## config.mk

```make
export PLATFORM = sky130hd
export DESIGN_NAME = trap_vector_sel
export DESIGN_NICKNAME = d
export VERILOG_FILES = /design/src/rtl/trapvec_pkg.sv /design/src/rtl/trap_level_resolve.sv /design/src/rtl/trap_mode_pick.sv /design/src/rtl/trap_vector_gen.sv /design/src/rtl/trap_vector_sel.sv
export SDC_FILE = /design/constraint.sdc
export NUM_CORES = 1
export LEC_CHECK = 0
export ABC_AREA = 0
export BUFFER_PORTS_ARGS = -buffer_cell sky130_fd_sc_hd__buf_4
export CAP_MARGIN = 20
export CORE_AREA = 2 2 147 149
export DETAILED_ROUTE_END_ITERATION = 10
export DIE_AREA = 0 0 149 151
export PLACE_DENSITY_LB_ADDON = 0.08
export SYNTH_ARGS = -nofsm -noshare
export SYNTH_HDL_FRONTEND = slang
export SYNTH_SLANG_ARGS = --single-unit
```

## constraint.sdc

```tcl
create_clock -name clk -period 0.8 [get_ports clk]
set_input_delay 0.12 -clock clk [delete_from_list [all_inputs] [get_ports clk]]
set_output_delay 0.12 -clock clk [all_outputs]
set_load 0.03 [all_outputs]
```

## src/rtl/trapvec_pkg.sv

```systemverilog
package trapvec_pkg;
  typedef enum logic [1:0] {
    DM_PRIV  = 2'd0,
    DM_HPRIV = 2'd1,
    DM_RED   = 2'd2,
    DM_ERROR = 2'd3
  } dmode_e;

  typedef enum logic [1:0] {
    LV_USER  = 2'd0,
    LV_PRIV  = 2'd1,
    LV_HPRIV = 2'd2
  } lvl_e;

  typedef enum logic [1:0] {
    TC_PRIV  = 2'd0,
    TC_HPRIV = 2'd1,
    TC_SAME  = 2'd2,
    TC_RSVD  = 2'd3
  } tcode_e;

  localparam int unsigned CODE_W  = 2;
  localparam int unsigned N_LEVEL = 3;
endpackage

```

## src/rtl/trap_level_resolve.sv

```systemverilog
module trap_level_resolve
  import trapvec_pkg::*;
(
  input  logic                        priv_bit,
  input  logic                        hpriv_bit,
  input  logic [N_LEVEL*CODE_W-1:0]   codes,
  output lvl_e                        cur_lvl,
  output logic                        tgt_hpriv
);
  logic [CODE_W-1:0] code_arr [N_LEVEL];
  tcode_e            sel_code;

  for (genvar g = 0; g < N_LEVEL; g++) begin : g_code
    assign code_arr[g] = codes[g*CODE_W +: CODE_W];
  end

  always_comb begin
    if (!priv_bit)       cur_lvl = LV_USER;
    else if (!hpriv_bit) cur_lvl = LV_PRIV;
    else                 cur_lvl = LV_HPRIV;
  end

  always_comb begin
    sel_code = tcode_e'(code_arr[0]);
    case (cur_lvl)
      LV_PRIV:  sel_code = tcode_e'(code_arr[1]);
      LV_HPRIV: sel_code = tcode_e'(code_arr[2]);
      default:  sel_code = tcode_e'(code_arr[0]);
    endcase
  end

  always_comb begin
    case (sel_code)
      TC_PRIV:  tgt_hpriv = (cur_lvl == LV_HPRIV);
      TC_SAME:  tgt_hpriv = (cur_lvl != LV_PRIV);
      default:  tgt_hpriv = 1'b1;
    endcase
  end
endmodule

```

## src/rtl/trap_mode_pick.sv

```systemverilog
module trap_mode_pick
  import trapvec_pkg::*;
#(
  parameter int unsigned TL_W    = 3,
  parameter int unsigned TT_W    = 9,
  parameter int unsigned MAX_TL  = 6,
  parameter int unsigned MAX_PTL = 2,
  parameter int unsigned WDOG_TT = 2
) (
  input  logic [TL_W-1:0] tl,
  input  logic            red_flag,
  input  logic            tgt_hpriv,
  input  logic [TT_W-1:0] tt_in,
  output dmode_e          mode,
  output logic [TT_W-1:0] tt_eff
);
  localparam logic [TL_W-1:0] TL_RED  = TL_W'(MAX_TL - 1);
  localparam logic [TL_W-1:0] TL_ERR  = TL_W'(MAX_TL);
  localparam logic [TL_W-1:0] TL_PLIM = TL_W'(MAX_PTL);

  always_comb begin
    tt_eff = tt_in;
    if (red_flag || tl == TL_RED) begin
      mode = DM_RED;
    end else if (tl >= TL_ERR) begin
      mode = DM_ERROR;
    end else if (!tgt_hpriv && tl > TL_PLIM) begin
      mode   = DM_HPRIV;
      tt_eff = TT_W'(WDOG_TT);
    end else if (tgt_hpriv) begin
      mode = DM_HPRIV;
    end else begin
      mode = DM_PRIV;
    end
  end
endmodule

```

## src/rtl/trap_vector_gen.sv

```systemverilog
module trap_vector_gen
  import trapvec_pkg::*;
#(
  parameter int unsigned          ADDR_W = 64,
  parameter int unsigned          TT_W   = 9,
  parameter int unsigned          TL_W   = 3,
  parameter logic [ADDR_W-1:0]    RED_PC = 64'hFFFF_FFFF_F000_00A0
) (
  input  dmode_e            mode,
  input  logic [TT_W-1:0]   tt,
  input  logic [TL_W-1:0]   tl,
  input  logic [ADDR_W-1:0] tba,
  input  logic [ADDR_W-1:0] htba,
  output logic [ADDR_W-1:0] pc,
  output logic [ADDR_W-1:0] npc,
  output logic [ADDR_W-1:0] nnpc
);
  localparam int unsigned       OFS_BITS = 14;
  localparam int unsigned       ENT_SH   = 5;
  localparam logic [ADDR_W-1:0] OFS_MASK = (ADDR_W'(1) << OFS_BITS) - 1'b1;
  localparam logic [ADDR_W-1:0] PBS_MASK = (ADDR_W'(1) << (OFS_BITS + 1)) - 1'b1;
  localparam logic [ADDR_W-1:0] DEEP_BIT = ADDR_W'(1) << OFS_BITS;

  logic [ADDR_W-1:0] tt_ofs;
  logic              deep;

  assign tt_ofs = (ADDR_W'(tt) << ENT_SH) & OFS_MASK;
  assign deep   = (tl != '0);

  always_comb begin
    case (mode)
      DM_RED:   pc = RED_PC;
      DM_HPRIV: pc = (htba & ~OFS_MASK) | tt_ofs;
      default:  pc = (tba & ~PBS_MASK) | (deep ? DEEP_BIT : '0) | tt_ofs;
    endcase
    npc  = pc + ADDR_W'(4);
    nnpc = pc + ADDR_W'(8);
  end
endmodule

```

## src/rtl/trap_vector_sel.sv

```systemverilog
module trap_vector_sel
  import trapvec_pkg::*;
#(
  parameter int unsigned TT_W    = 9,
  parameter int unsigned TL_W    = 3,
  parameter int unsigned ADDR_W  = 64,
  parameter int unsigned PS_W    = 13,
  parameter int unsigned HPS_W   = 12,
  parameter int unsigned MAX_TL  = 6,
  parameter int unsigned MAX_PTL = 2
) (
  input  logic                      clk,
  input  logic                      rst_n,
  input  logic                      trap_valid,
  input  logic [TT_W-1:0]           trap_type,
  input  logic [TL_W-1:0]           cur_tl,
  input  logic [PS_W-1:0]           pstate,
  input  logic [HPS_W-1:0]          hpstate,
  input  logic [ADDR_W-1:0]         tba,
  input  logic [ADDR_W-1:0]         htba,
  input  logic [N_LEVEL*CODE_W-1:0] tgt_codes,
  output logic                      out_valid,
  output logic [1:0]                out_mode,
  output logic [TT_W-1:0]           out_tt,
  output logic [ADDR_W-1:0]         out_pc,
  output logic [ADDR_W-1:0]         out_npc,
  output logic [ADDR_W-1:0]         out_nnpc,
  output logic                      out_err
);
  localparam int unsigned PRIV_POS  = 2;
  localparam int unsigned HPRIV_POS = 2;
  localparam int unsigned RED_POS   = 5;

  lvl_e              cur_lvl;
  logic              tgt_hpriv;
  dmode_e            mode_c;
  logic [TT_W-1:0]   tt_c;
  logic [ADDR_W-1:0] pc_c, npc_c, nnpc_c;

  logic              valid_d, err_d;
  dmode_e            mode_d, mode_q;
  logic [TT_W-1:0]   tt_d, tt_q;
  logic [ADDR_W-1:0] pc_d, npc_d, nnpc_d, pc_q, npc_q, nnpc_q;
  logic              valid_q, err_q;

  trap_level_resolve u_lvl (
    .priv_bit  (pstate[PRIV_POS]),
    .hpriv_bit (hpstate[HPRIV_POS]),
    .codes     (tgt_codes),
    .cur_lvl   (cur_lvl),
    .tgt_hpriv (tgt_hpriv)
  );

  trap_mode_pick #(
    .TL_W(TL_W), .TT_W(TT_W), .MAX_TL(MAX_TL), .MAX_PTL(MAX_PTL)
  ) u_mode (
    .tl        (cur_tl),
    .red_flag  (hpstate[RED_POS]),
    .tgt_hpriv (tgt_hpriv),
    .tt_in     (trap_type),
    .mode      (mode_c),
    .tt_eff    (tt_c)
  );

  trap_vector_gen #(
    .ADDR_W(ADDR_W), .TT_W(TT_W), .TL_W(TL_W)
  ) u_vec (
    .mode (mode_c),
    .tt   (tt_c),
    .tl   (cur_tl),
    .tba  (tba),
    .htba (htba),
    .pc   (pc_c),
    .npc  (npc_c),
    .nnpc (nnpc_c)
  );

  // next state; payload advances only on a request
  always_comb begin
    valid_d = trap_valid;
    mode_d  = mode_q;
    tt_d    = tt_q;
    pc_d    = pc_q;
    npc_d   = npc_q;
    nnpc_d  = nnpc_q;
    err_d   = err_q;
    if (trap_valid) begin
      mode_d = mode_c;
      tt_d   = tt_c;
      err_d  = (mode_c == DM_ERROR);
      if (mode_c != DM_ERROR) begin
        pc_d   = pc_c;
        npc_d  = npc_c;
        nnpc_d = nnpc_c;
      end
    end
  end

  always_ff @(posedge clk or negedge rst_n) begin
    if (!rst_n) begin
      valid_q <= 1'b0;
      mode_q  <= DM_PRIV;
      tt_q    <= '0;
      pc_q    <= '0;
      npc_q   <= '0;
      nnpc_q  <= '0;
      err_q   <= 1'b0;
    end else begin
      valid_q <= valid_d;
      mode_q  <= mode_d;
      tt_q    <= tt_d;
      pc_q    <= pc_d;
      npc_q   <= npc_d;
      nnpc_q  <= nnpc_d;
      err_q   <= err_d;
    end
  end

  assign out_valid = valid_q;
  assign out_mode  = mode_q;
  assign out_tt    = tt_q;
  assign out_pc    = pc_q;
  assign out_npc   = npc_q;
  assign out_nnpc  = nnpc_q;
  assign out_err   = err_q;
endmodule

```

==> summary.md, run 1 <==
| Metric | Value |
|---|---|
| H-tree depth | `3` |
| Area leader, netlist | `dfrtp_1` |
| RSZ-0062 raised after global routing | `true` |
| Port Buf Inserts | `311` |
| Area contributors post-synth | `dfrtp_1 43%, buf_4 25%, a22oi_1 6.2%` |
| Fin Setup TNS | `-87.63 ns` |
| Cells on Worst Hold Path | `3` |
| Final WL | `17580 um` |
| Vias | `4111` |
| Reg2Reg Depth | `3` |
| Flop-to-flop setup slack | `-0.16 ns` |
| CTS clock-pin slew for the worst setup and hold paths | `0.06 ns` |
| Combinational power share | `53.4%` |
| Critical Path RT | `1.02 ns` |
| Die Y | `151 um` |
| Flop pwr share | `26.7%` |
| Final period util | `191.6%` |
| Worst Setup End Kind | `flip-flop` |
| DRT Pass-1 Iters | `4` |
| DRT iter0 DRCs | `102` |
| Reg2reg end | `out_pc[5]$_DFFE_PN0P_` |
| Placer Congestion | `0.7042` |
| Worst setup SP type | `input pin` |
| Max frequency | `652.6 MHz` |
| Hold_ws | `0.02361 ns` |
| CTS Sinks | `73` |
| CTS root buf | `clkbuf_16` |
| Fraction of layout cells with a size suffix above 1 | `80.26%` |
| Post-synthesis cell count | `449` |
| Min Tclk post-route | `1.532 ns` |
| Main synth FF type | `dfrtp_1` |
| CTS Buf Count | `9` |
| Wire per inst | `17.95 um` |
| Die width | `149 um` |
| Row count | `53` |
| Crit path max fanout | `12` |
| IO Pins | `379` |
| Final net count | `876` |
| Seq cells post-synth | `73` |
| Number of synthesized flops with an enable pin | `0` |
| GR Overflow Total | `0` |
| Worst vdd rail ir drop | `925.9 uV` |
| Fin cells | `979` |
| Number of max-cap violations | `0` |
| Placed Cells incl. Taps | `920` |
| Drt drc | `0` |
| Core area | `20820 um2` |
| Run status | `complete, but fails checks` |
| Switching pwr | `8.552 mW` |
| Top-area cell type share of the netlist area | `42.94%` |
| Register area share after synthesis | `42.94%` |
| Final worst slack | `-0.7324 ns` |
| Largest net degree at the start of global routing | `36` |
| R2r startpoint | `out_pc[5]$_DFFE_PN0P_` |
| Setup CP Type | `in -> reg` |
| Top post-synthesis cells by count | `139 x buf_4, 73 x dfrtp_1, 67 x nor2_1, 40 x a21oi_1, 35 x a22oi_1` |
| Pint | `12.03 mW` |
| CTS Buffer Depth | `2` |
| Leak Pwr | `3.783 nW` |
| All-Layer GR Usage | `14.48%` |
| Avg Synthesized Cell Area | `9.475 um2` |
| Slew Limit Fails | `0` |
| Crit-path cells | `buf_6, nor3b_4, o31ai_4, nand2b_1, ha_4, nor2b_4, buf_4, buf_12, a22oi_2, a21oi_4` |
| Switching share of total power | `41.56%` |
| Initial antenna violation count | `0` |
| CTS tree | `yes` |
| Post-detail-place hpwl | `11710 um` |
| Design Area, Final | `8554 um2` |
| P&R area growth vs syn | `101.1%` |
| Max stage delay on crit path | `0.34 ns` |
| # diodes | `0` |
| Violated checks | `negative setup slack` |
| Synthesized area | `4254 um2` |
| Final Setup Violations | `261` |
| Power share of the clock group | `20.0%` |
| Async set or reset register ratio after synthesis | `100.0%` |
| Hold Crit Class | `in -> reg` |
| Count of cell types in the netlist | `36` |
| CP arrival | `1.75 ns` |
| Clk Latency, worst-skew pair | `0.33 ns` |
| Top-count cell post-synth | `buf_4` |
| DP Area | `6494 um2` |
| Hold path startpoint | `tba[20]` |
| Power density over the cells | `2406 nW/um2` |
| Global-route wire length before repair | `24740 um` |
| Vias in the first global route | `4199` |
| Worst Hold Path EP | `out_pc[20]$_DFFE_PN0P_` |
| Die area | `22500 um2` |
| Synthesis warning total | `0` |
| Initial Util | `20.43%` |
| Layout Skew | `0 ns` |
| Final hold violations | `0` |
| Drt via density | `4.199` |
| Crit-path slowest cell | `ha_4` |
| Antenna Nets Post-Route | `0` |
-- placed cells by master (no fill, tap or decap), types with 5 or more instances in the layout --
master and count:
a22oi_2 31, clkbuf_16 15, a32o_1 6, a21oi_1 14, dfrtp_2 60, nand2_1 10, buf_12 16, buf_16 5
a221oi_2 12, a21oi_2 22, o2bb2ai_2 8, buf_4 150, conb_1 13, dfrtp_1 13, buf_6 206, nor2_1 64
-- critical path: cells and delay by family --
family                     cells  cell delay [ns]
AOI/OAI and AO/OA              3             0.55
and+or+nand+nor                3             0.35
adders and majority gates      1             0.34
buffers and inverters          3             0.38
-- through the flow --
stage	power [mW]	util [%]	worst slack, ns
after floorplan	11.68	-	-1.043
after global placement	14.10	31.19	-1.216
after detailed placement	14.15	31.19	-1.255
after CTS	20.35	39.18	-0.6918
final	20.58	41.08	-0.7324
after global routing	21.54	41.08	-0.7966
-- power by group through the flow --
stage / registers [mW] / clock network [mW] / logic (mW)
after floorplan: 6.31 / 0 / 5.38
after global placement: 5.22 / 0 / 8.88
after detailed placement: 5.27 / 0 / 8.88
after CTS: 5.52 / 4.27 / 10.6
after global routing: 5.61 / 4.44 / 11.5
final: 5.49 / 4.11 / 11.0
-- worst max path at each step --
stage               cells after the start                     end  startpoint
global placement                        9  out_pc[57]$_DFFE_PN0P_   pstate[2]
CTS                                    10  out_pc[48]$_DFFE_PN0P_   pstate[2]
finish                                 10  out_pc[29]$_DFFE_PN0P_   pstate[2]
global route                           10  out_pc[29]$_DFFE_PN0P_   pstate[2]
floorplan                               9  out_pc[10]$_DFFE_PN0P_   pstate[2]
detailed placement                      9  out_pc[54]$_DFFE_PN0P_   pstate[2]
-- state kept, by name (all words and copies together) (netlist names) --
register	flops
out_pc	59
out_err	1
out_npc	1
out_tt	9
out_valid	1
out_mode	2
-- cell type report --
type	instances	area [um2]
Clock buffer	11	242.7
Clock inverter	5	55.05
Fill cell	2030	12270
Inverter	4	18.77
Multi-Input combinational cell	225	1898
Sequential cell	73	1902
Tap cell	275	344.1
Timing Repair Buffer	386	4094
-- cell families after synthesis --
family | share of synthesized area, %
buffers and inverters | 27.21
flip-flops | 42.94
AO/OA/AOI/OAI | 18.56
multiplexers | 0.7353
other | 0.08815
adder cells (fa/ha/maj) | 0.8824
AND/OR/NAND/NOR | 9.588
-- metal layers --
| metal | global-route usage [%] | wire, um | vias up |
|---|---|---|---|
| met5 | 0 | 0 | - |
| met4 | 4.762 | 260 | 0 |
| met3 | 3.072 | 1099 | 16 |
| met2 | 25.09 | 9140 | 190 |
| met1 | 17.95 | 7077 | 1991 |
| li1 | - | - | 1914 |
-- repair_timing --
item	CTS	global route
cloned	7	6
pin swaps	24	29
buffers inserted	24	7
endpoints found under the setup margin	262	263
hold buffers	1	0
endpoints found under the hold margin	73	0
resized for setup	250	52
Note: power is estimated with default switching activity, not from simulation.
==> run 2: changes to the inputs <==
--- a/config.mk
+++ b/config.mk
@@ -6,11 +6,11 @@
 export NUM_CORES = 1
 export LEC_CHECK = 0
 export ABC_AREA = 0
-export BUFFER_PORTS_ARGS = -buffer_cell sky130_fd_sc_hd__buf_4
 export CAP_MARGIN = 20
-export CORE_AREA = 2 2 147 149
+export CORE_AREA = 2 2 149 151
 export DETAILED_ROUTE_END_ITERATION = 10
-export DIE_AREA = 0 0 149 151
+export DIE_AREA = 0 0 151 153
+export DONT_BUFFER_PORTS = 1
 export PLACE_DENSITY_LB_ADDON = 0.08
 export SYNTH_ARGS = -nofsm -noshare
 export SYNTH_HDL_FRONTEND = slang
==> summary.md, run 2 (synthesis results as in run 1) <==
| Metric | Value |
|---|---|
| Design Area, Final | `7156 um2 (-16%)` |
| R2r startpoint | `out_pc[5]$_DFFE_PN0P_` |
| IO Pins | `379 (unchanged)` |
| Placed Cells incl. Taps | `680 (-26%)` |
| Placer Congestion | `0.6718 (-4.6%)` |
| CTS clock-pin slew for the worst setup and hold paths | `0.06 ns (about the same)` |
| Drt via density | `4.163 (-0.87%)` |
| GR Overflow Total | `0 (unchanged)` |
| Largest net degree at the start of global routing | `74 (+110%)` |
| Initial antenna violation count | `0 (unchanged)` |
| Layout Skew | `0 ns (unchanged)` |
| Power density over the cells | `2647 nW/um2 (+10%)` |
| Worst Setup End Kind | `flip-flop` |
| Delay-heaviest family, CP | `compound AO/OA/AOI/OAI gates` |
| CTS Buf Count | `9 (unchanged)` |
| DRT iter0 DRCs | `120 (+18%)` |
| Global-route wire length before repair | `21170 um (-14%)` |
| Post-detail-place hpwl | `9383 um (-20%)` |
| Setup CP Type | `in -> reg` |
| Wire per inst | `17.98 um (+0.15%)` |
| Crit-path slowest cell | `ha_4` |
| Crit-path cells | `nor3b_4, o31ai_4, nand2b_1, ha_4, buf_6, nor2b_4, buf_12, buf_8, a221oi_4, nor2_1` |
| Clk Latency, worst-skew pair | `0.33 ns (about the same)` |
| CTS root buf | `clkbuf_16` |
| Most common cell after layout, fill and taps aside | `buf_12` |
| Initial Util | `19.80% (-0.63 points)` |
| Final Setup Violations | `254 (-2.7%)` |
| CP arrival | `1.70 ns (-0.05 ns)` |
| Number of max-cap violations | `0 (unchanged)` |
| Row count | `54 (+1.9%)` |
| Vias | `3301 (-20%)` |
| Filler cells | `2172 (+7.0%)` |
| Violated checks | `negative hold slack, negative setup slack` |
| DRT Pass-1 Iters | `4 (unchanged)` |
| Flop-to-flop setup slack | `-0.16 ns (about the same)` |
| Critical Path RT | `1.01 ns (about the same)` |
| Final Util | `33.30% (-7.8 points)` |
| Final WL | `14260 um (-19%)` |
| Core area | `21490 um2 (+3.2%)` |
| Max stage delay on crit path | `0.29 ns (-0.05 ns)` |
| Reg2reg end | `out_pc[5]$_DFFE_PN0P_` |
| Vias in the first global route | `3565 (-15%)` |
| CTS tree | `yes` |
| Final worst slack | `-0.6819 ns (+0.05052 ns)` |
| Leak Pwr | `2.852 nW (-25%)` |
| H-tree depth | `3 (unchanged)` |
| Worst Path Buf+Inv | `3 (unchanged)` |
| Run status | `complete, but fails checks` |
| Worst setup SP type | `input pin` |
| Die Y | `153 um (+1.3%)` |
| Final period util | `185.2% (-6.3 points)` |
| Fin cells | `793 (-19%)` |
| Overall power | `18.94 mW (-8.0%)` |
| Min Tclk post-route | `1.482 ns (-0.05052 ns)` |
| Die width | `151 um (+1.3%)` |
| Commonest cells after routing, fill and taps aside | `78 x buf_12, 67 x nor2_1, 65 x dlygate4sd3_1` |
| Hold_ws | `-0.5256 ns (-0.5493 ns)` |
| Antenna Nets Post-Route | `0 (unchanged)` |
| Fraction of layout cells with a size suffix above 1 | `53.02% (-27 points)` |
| Slew Limit Fails | `0 (unchanged)` |
| Port Buf Inserts | `0 (-100%)` |
| Max frequency | `674.8 MHz (+3.4%)` |
| DP Area | `5386 um2 (-17%)` |
| Worst vdd rail ir drop | `881.6 uV (-4.8%)` |
| Final net count | `685 (-22%)` |
| Die area | `23100 um2 (+2.7%)` |
| Reg2Reg Depth | `3 (unchanged)` |
| CTS Buffer Depth | `2 (unchanged)` |
| Crit path max fanout | `7 (-5)` |
| # diodes | `0 (unchanged)` |
| P&R area growth vs syn | `68.21%` |
| RSZ-0062 raised after global routing | `true` |
| Drt drc | `0 (unchanged)` |
| Max reg flops | `59 (unchanged)` |
| All-Layer GR Usage | `12.38% (-2.1 points)` |
| CTS Sinks | `73 (unchanged)` |
| Fin Setup TNS | `-83.71 ns (+3.926 ns)` |
| Hold Crit Class | `in -> async` |
| Final hold violations | `75 (+75)` |
[run 2: cell types whose count changed in the layout (fill, tap and decap cells not counted), moves of 4 or more]
cell and delta:
a21oi_1 +15, a21oi_2 -13, a221oi_2 -4, a221oi_4 +4
a22oi_1 +17, a22oi_2 -17, buf_12 +62, buf_4 -125
buf_6 -189, clkbuf_16 -4, dfrtp_1 +4, dfrtp_2 -4
dlygate4sd3_1 +64
[run 2: what timing repair did]
item                                   CTS  global route
setup endpoints to repair              253           265
pin swaps                               13            13
endpoints found under the hold margin  130            80
gates cloned                             5             2
hold buffers                            59             7
resized for setup                       56            27
buffers inserted                        20             7
[run 2: layout make-up]
class	count	area [um2]	area share [%]
tap	280	350.3	4.896
clock inverter	5	80.08	1.119
sequential	73	1897	26.51
clock buffer	11	242.7	3.392
multi-input combinational	225	1765	24.67
inverter	4	18.77	0.2623
timing repair buffer	195	2801	39.15
[run 2: where the power goes]
group	switching, mW	internal, mW	leakage, nW	total, mW
logic	5.56	3.80	1.90	9.36
clock network	1.66	2.81	0.152	4.48
registers	0.674	4.42	0.796	5.10
[run 2: worst max-delay path by stage]
stage / slack [ns] / cells after the start / startpoint / end
floorplan: -1.04 / 9 / pstate[2] / out_pc[10]$_DFFE_PN0P_
global placement: -1.09 / 8 / pstate[2] / out_pc[32]$_DFFE_PN0P_
detailed placement: -1.14 / 8 / pstate[2] / out_pc[5]$_DFFE_PN0P_
CTS: -0.67 / 10 / pstate[2] / out_pc[15]$_DFFE_PN0P_
global route: -0.76 / 10 / pstate[2] / out_pc[15]$_DFFE_PN0P_
finish: -0.68 / 10 / pstate[2] / out_pc[15]$_DFFE_PN0P_
[run 2: per-stage QoR]
| stage | worst slack (ns) | hold slack, ns |
|---|---|---|
| finish | -0.6819 | -0.5256 |
| floorplan | -1.043 | -0.1756 |
| global placement | -1.086 | -0.1730 |
| CTS | -0.6668 | -0.5472 |
| global route | -0.7585 | -0.5567 |
| detailed placement | -1.135 | -0.1736 |
[run 2: per-layer routing]
layer  GRT usage (%)  share of wire, %
met1           15.16                41
met2           21.13                51
met3           3.881               7.0
met4           2.937              0.87
met5               0                 0
[run 2: worst register-to-register path, cell delays in order, from the launching register on]
cell,delay [ns]
dfrtp_2,0.43
buf_4,0.14
o211ai_1,0.19
o22ai_2,0.08
